**config.mk**
```make
export PLATFORM = sky130hd
export DESIGN_NAME = rst_train_seq
export DESIGN_NICKNAME = d
export VERILOG_FILES = /design/src/rtl/rst_train_seq.sv
export SDC_FILE = /design/constraint.sdc
export NUM_CORES = 1
export LEC_CHECK = 0
export BUFFER_PORTS_ARGS = -buffer_cell sky130_fd_sc_hd__buf_2
export CAP_MARGIN = 40
export CORE_MARGIN = 3
export CORE_UTILIZATION = 51
export DETAILED_ROUTE_END_ITERATION = 16
export GPL_ROUTABILITY_DRIVEN = 0
export PLACE_DENSITY = 0.79
export SLEW_MARGIN = 20
export SYNTH_ARGS = -nofsm -noshare
export SYNTH_HDL_FRONTEND = slang
export SYNTH_SLANG_ARGS = --single-unit
```
**constraint.sdc**
```tcl
create_clock -name clk -period 2.3 [get_ports clk]
set_input_delay 0.46 -clock clk [delete_from_list [all_inputs] [get_ports clk]]
set_output_delay 0.46 -clock clk [all_outputs]
set_load 0.02 [all_outputs]
```
**src/rtl/rst_train_seq.sv**
```systemverilog
module rst_train_seq #(
  parameter int NCLK      = 2,
  parameter int DW        = 32,
  parameter int MIN_LOW   = 25,
  parameter int WIN       = 64,
  parameter int MIN_EDGES = 8,
  parameter int EXT_CYC   = 1027500,
  parameter logic [DW-1:0] TRAIN_PAT = 32'h0F0F_F0F0
) (
  input  logic            clk,
  input  logic            ext_rst_n,
  input  logic [NCLK-1:0] mon_clk,
  input  logic            cal_valid,
  input  logic [1:0]      far_stat,
  input  logic            data_avail,
  input  logic [DW-1:0]   data_in,
  output logic            int_rst_n,
  output logic            rx_train,
  output logic [DW-1:0]   rx_data,
  output logic            rx_launch,
  output logic            sync_ok
);
  localparam int LW = $clog2(MIN_LOW + 1);
  localparam int WW = $clog2(WIN);
  localparam int EW = $clog2(MIN_EDGES + 1);
  localparam int XW = $clog2(EXT_CYC + 1);
  localparam logic [LW-1:0] LTHR  = LW'(MIN_LOW - 1);
  localparam logic [WW-1:0] WLAST = WW'(WIN - 1);
  localparam logic [EW-1:0] EMAX  = EW'(MIN_EDGES);
  localparam logic [EW-1:0] EPRE  = EW'(MIN_EDGES - 1);
  localparam logic [XW-1:0] XLAST = XW'(EXT_CYC - 1);

  typedef enum logic {ST_TRAIN, ST_SYNC} st_t;

  logic          ext_q1 = 1'b0, ext_q2 = 1'b0;
  logic [LW-1:0] lowcnt = '0;
  logic          rst_hold = 1'b1;

  always_ff @(posedge clk) begin
    ext_q1 <= ext_rst_n;
    ext_q2 <= ext_q1;
    if (ext_q2) lowcnt <= '0;
    else if (lowcnt != LTHR) lowcnt <= lowcnt + 1'b1;
    if (ext_q2) rst_hold <= 1'b0;
    else if (lowcnt == LTHR) rst_hold <= 1'b1;
  end

  logic [WW-1:0]   wcnt = '0;
  logic [NCLK-1:0] c1 = '0, c2 = '0, c3 = '0;
  logic [NCLK-1:0] present = '0;
  logic            win_end;
  logic            all_ok;

  assign win_end = (wcnt == WLAST);
  assign all_ok  = &present;

  always_ff @(posedge clk) begin
    wcnt <= win_end ? '0 : wcnt + 1'b1;
    c1 <= mon_clk;
    c2 <= c1;
    c3 <= c2;
  end

  for (genvar i = 0; i < NCLK; i++) begin : g_mon
    logic [EW-1:0] ecnt = '0;
    logic          edge_i;
    assign edge_i = c2[i] ^ c3[i];
    always_ff @(posedge clk) begin
      if (win_end) begin
        present[i] <= (ecnt == EMAX) || (edge_i && ecnt == EPRE);
        ecnt <= '0;
      end else if (edge_i && ecnt != EMAX) begin
        ecnt <= ecnt + 1'b1;
      end
    end
  end

  logic [XW-1:0] xcnt = '0;
  logic          irst_q = 1'b0;
  assign int_rst_n = irst_q;

  always_ff @(posedge clk) begin
    if (rst_hold || !all_ok) begin
      xcnt   <= '0;
      irst_q <= 1'b0;
    end else if (!irst_q) begin
      if (xcnt == XLAST) irst_q <= 1'b1;
      else xcnt <= xcnt + 1'b1;
    end
  end

  logic [1:0] stat_q1 = 2'b00, stat_q2 = 2'b00;
  st_t        st = ST_TRAIN;
  logic       credit;

  always_ff @(posedge clk) begin
    stat_q1 <= far_stat;
    stat_q2 <= stat_q1;
    if (!irst_q) st <= ST_TRAIN;
    else if (st == ST_TRAIN && cal_valid) st <= ST_SYNC;
    else if (st == ST_SYNC && stat_q2 == 2'b11) st <= ST_TRAIN;
  end

  assign credit    = (stat_q2 == 2'b01);
  assign rx_train  = irst_q && (st == ST_TRAIN);
  assign sync_ok   = irst_q && (st == ST_SYNC);
  assign rx_launch = sync_ok && data_avail && credit;
  assign rx_data   = rx_launch ? data_in : (rx_train ? TRAIN_PAT : '0);
endmodule

```
After elaboration in Yosys (flattened, before gate mapping). Index checks and enable logic that the tools add are counted.

Output and inout bits: 36. Bits of input ports: 40. Word-level logic and storage cells: 62. Register bits after elaboration: 56.

Add/sub/neg operators: 5. Eq/ne operators: 12. Mux-type cells: 6. Bitwise gates (word level): 5. Reductions and logical operators: 17.

Operators with widths (number): 2-to-1 mux 32 bit (1); 2-to-1 mux 28 bit (1); adder 20 x 1 -> 20 bit (second input constant) (1); == test 20 bit (second input constant) (1); logical AND 1 bit (10); adder 4 x 1 -> 4 bit (second input constant) (2); == test 4 x 3 -> 1 bit (second input constant) (2); == test 4 bit (second input constant) (2); != test 4 bit (second input constant) (2); adder 6 x 1 -> 6 bit (second input constant) (1); == test 6 bit (second input constant) (1); adder 5 x 1 -> 5 bit (second input constant) (1); == test 5 bit (second input constant) (1); != test 5 bit (second input constant) (1); 2-to-1 mux 1 bit (4); AND reduction 2 bit (2); logical OR 1 bit (3); inverter 1 bit (3); == test 2 x 1 -> 1 bit (second input constant) (1); == test 2 bit (second input constant) (1); nonzero test 2 bit (1); XOR 1 bit (2); zero test 1 bit (1).

Depth between registers and ports, before layout.
Depth after elaboration: 4. Gate-level depth with buffers: 7. Mapped depth without buffers: 6.

Least setup slack after synthesis. Ideal clock, no wire load.

Kind: reg-to-output. From: register irst_q, in the netlist int_rst_n. To: output port rx_data[10]. Data required time: 1.840 ns. Setup slack: -0.021 ns. Stages on the path, launching flop included: 6. Path buffers: 2. Arrival: 1.861 ns. Path through: dfxtp_1 -> and2_1 -> and4b_1 -> clkbuf_1 -> clkbuf_1 -> and2_1.

Cells in the longest elaborated chain, start to end: 4.

Ends and longest elaborated chain: start, declared (line 79) `logic irst_q = 1'b0;`; start signal, assigned (line 85) `irst_q <= 1'b0;`; start signal, assigned (line 87) `if (xcnt == XLAST) irst_q <= 1'b1;`; logical AND 1 bit (line 106) `assign sync_ok = irst_q && (st == ST_SYNC);`; named net sync_ok (line 21) `output logic sync_ok`; logical AND 1 bit (2 in a row) (line 107) `assign rx_launch = sync_ok && data_avail && credit;`; named net rx_launch (line 20) `output logic rx_launch,`; 2-to-1 mux 32 bit (line 108) `assign rx_data = rx_launch ? data_in : (rx_train ? TRAIN_PAT : '0);`; end, declared (line 19) `output logic [DW-1:0] rx_data,`.

The timed path passes the listed nets, and every way through them passes these cells.

Final worst setup path.
From: register st. To: output port rx_data[21].

Cells in the longest elaborated chain, start to end: 4.

Ends and longest elaborated chain: start, declared (line 93) `st_t st = ST_TRAIN;`; start signal, assigned (line 99) `if (!irst_q) st <= ST_TRAIN;`; start signal, assigned (line 100) `else if (st == ST_TRAIN && cal_valid) st <= ST_SYNC;`; start signal, assigned (line 101) `else if (st == ST_SYNC && stat_q2 == 2'b11) st <= ST_TRAIN;`; logical AND 1 bit (line 106); logical AND 1 bit (2 in a row) (line 107); 2-to-1 mux 32 bit (line 108).

No other way between the ends.

==> impl_results.md <==
- Max Cap Viol: 0
- Post-CTS Hold Fix Bufs: 0
- Unique masters post-synth: 42
- Power Total: a little under 2 mW
- Power share of the clock group: approximately 28%
- Finished Core Util: approximately 64%
- Latest clock arrival within the worst-skew pair: 0.31 ns
- Syn avg cell area: just over 9 µm²
- Largest net degree at the start of global routing: 34
- Tcrit/Tclk final: ~91%
- Post-detail-place hpwl: ~3700 µm
- First-pass DRT Iterations: 4
- Final setup fails: 0
- Clk_skew: around 0.0073 ns
- Antenna violations before repair: 0
- Post-synthesis async set-or-reset flop share: 0%
- Fin nets: around 400
- CTS Buf Count: 5
- Post-layout instance area: 3080 µm²
- PortBufs: 75
- CP Class: reg -> out
- Startpoint types: register
- Die ar.: 5880 µm²
- Commonest non-fill, non-tap cell in the layout: buf_2
- Post-DR wirelength/cell: 11.9 µm
- Vias: around 2100
- Max_slew headroom: ~56%
- Final WS setup: 0.218 ns
- CP bufs+invs: 2
- Gate Count Post-Synth: approximately 280
- Vias in the first global route: between 1500 and 2000
- Combinational share of power: 13.7%
- Leak pwr: ~1.5 nW
- First-pass GRT wire length: ~8500 µm
- Num Clock Sinks: 56
- Synth Flop Type: dfxtp_1
- Post-CTS Resized: 0
- DIE HEIGHT: between 70 and 80 µm
- Placed cell count: between 400 and 500
- Synth Cell Area: approximately 2500 µm²
- Via density: ~5.1
- Total GRT Usage: 17.5%
- Pins Over Slew Limit: 0
- CP peak stage delay: roughly 0.37 ns
- Sw Share: a little over a quarter
- Antenna Nets Post-Route: 0
- CTS tree: done
- Row count: 25
- Req. time, crit path: 1.84 ns
- Register clock-pin slew on the reported worst setup and hold paths: ~0.10 ns
- Share of layout cells above drive strength 1: a little over a quarter
- Worst Path Max Fanout: 33
- Worst-path cell chain: and2_1 > and4b_1 > buf_4 > and2_1 > buf_2
- Most used cell, CP: and2_1
- Setup TNS: 0 ns
- Setup crit end kind: output port
- EDFF count, synth: 2
- GRT Residual Overflow: 0
- Most frequent cells in the layout: buf_2, dfxtp_1, nor2_1, nand2_1, and2_1
- Peak VDD IR: 0.628 mV
- Diodes inserted: 0
- Syn nets: 330
- Status: finished, final reports clean
- Final wirelength: 5040 µm
- Max H-tree Level: 2
- Root buf cell: clkbuf_8
- Non-Filler Instances: between 400 and 500
- Placeable Area: about 4800 µm²
- Post-synthesis register bit count: 56
- Crit path DAT: around 1.6 ns
- Starting Density: around 53%
- Clock buffer depth: 2
- Hold crit path type: in -> reg
- PwrDens: about 640 nW/µm²
- CP top delay family: simple AND/OR/NAND/NOR gates
- Worst slack, placed: ~0.44 ns
- Post-CTS Setup Inserts: 0
- Worst Tran Pin Value: ~0.65 ns
- Ys Warns: 0
- Sequential-to-total area share from yosys stat: roughly 45%
- Minimum hold slack: 0.238 ns
- Switching power: approximately 530 µW
- RSZ-0062 raised after global routing: false
- Pint: 1.43 mW
- # IOs: 76
- Area growth, synth to finish: 20.8%
- Final hold violations: 0
- Period minus WS final: 2.08 ns
- Sequential Power Share: roughly three fifths
- Die Span X: around 77 µm
- Placed cell areas: approximately 3000 µm²
- Drt drc: 0
- Max Fclk: between 0.4 and 0.5 GHz
- Drt initial violations: 79
- CP max-delay cell: dfxtp_1
## power groups by stage
| stage | combinational, mW | clock, mW | sequential [mW] |
|---|---|---|---|
| 2_1_floorplan | 0.205 | 0 | 1.16 |
| 3_3_place_gp | 0.253 | 0 | 1.17 |
| 3_5_place_dp | 0.275 | 0 | 1.17 |
| 4_1_cts | 0.276 | 0.551 | 1.15 |
| 5_1_grt | 0.322 | 0.586 | 1.17 |
| 6_report | 0.269 | 0.540 | 1.15 |
## cell type report
| type | count | area [µm²] |
|---|---|---|
| Fill cell | 429 | 1710 |
| Multi-Input combinational cell | 205 | 1320 |
| Sequential cell | 56 | 1140 |
| Timing Repair Buffer | 79 | 405 |
| Tap cell | 67 | 83.8 |
| Clock buffer | 5 | 68.8 |
| Inverter | 9 | 33.8 |
| Clock inverter | 3 | 21.3 |
## synthesized netlist by cell type, types with 2 or more instances
cell / count / share of area (%)
a21o_1: 16 / 4.7
a21oi_1: 7 / 1.4
a31o_1: 2 / 0.69
a31oi_1: 3 / 0.74
and2_1: 18 / 4.4
and4b_1: 2 / 0.79
clkbuf_1: 9 / 1.3
dfxtp_1: 54 / 42
edfxtp_1: 2 / 2.4
ha_1: 9 / 4.4
inv_1: 9 / 1.3
nand2_1: 22 / 3.2
nand3_1: 15 / 2.9
nand3b_1: 3 / 0.88
nand4_1: 7 / 1.7
nand4b_1: 4 / 1.4
nor2_1: 35 / 5.2
nor2b_1: 2 / 0.49
nor3_1: 4 / 0.79
nor4_1: 3 / 0.74
o211ai_1: 2 / 0.59
o21ai_0: 6 / 1.2
or2_2: 2 / 0.49
or4_1: 3 / 0.88
xnor2_1: 10 / 3.4
xor2_1: 16 / 5.5
## path summary, 6_finish.rpt
check	from	end	slack, ns	cells past startpoint
worst min-delay path	far_stat[0]	stat_q1[0]$_DFF_P_	0.24	1
worst max register to register	xcnt[0]$_SDFFE_PP0P_	xcnt[0]$_SDFFE_PP0P_	0.40	6
worst max-delay path	st$_SDFFE_PN0P_	rx_data[21]	0.22	5
worst min register to register	ext_q1$_DFF_P_	ext_q2$_DFF_P_	0.33	0
## worst reg2reg max path, cell delays in order (launching register included)
cell,delay [ns]
dfxtp_1,0.42
ha_1,0.17
inv_1,0.06
nor4_1,0.57
a21oi_2,0.29
xnor2_1,0.22
nor2_1,0.06
## flip-flops by register name, indices dropped and copies added, names as in the netlist, 2 cells and up
signal,flops
stat_q1,2
c3,2
present,2
c2,2
xcnt,20
c1,2
lowcnt,5
g_mon.ecnt,8
stat_q2,2
wcnt,6
## per-layer routing
metal	track usage (%)	part of all wire (%)	vias up	routed length [µm]
met2	31.8	50	37	2530
met1	19.9	45	992	2260
met3	5.40	4.0	6	204
li1	-	-	1113	-
met4	4.35	0.97	0	49
met5	0	0	-	0
## logic make-up (layout without fill, tap and decap cells)
group,count (synthesis),count (layout),synth area share (%)
simple gates,129,129,27.5
flops,56,56,44.8
compound gates,41,41,11.1
xor+xnor,26,26,8.94
buf+inv,20,96,3.24
fa+ha+maj,9,9,4.42
No activity file was read; power rests on OpenSTA's default activity.
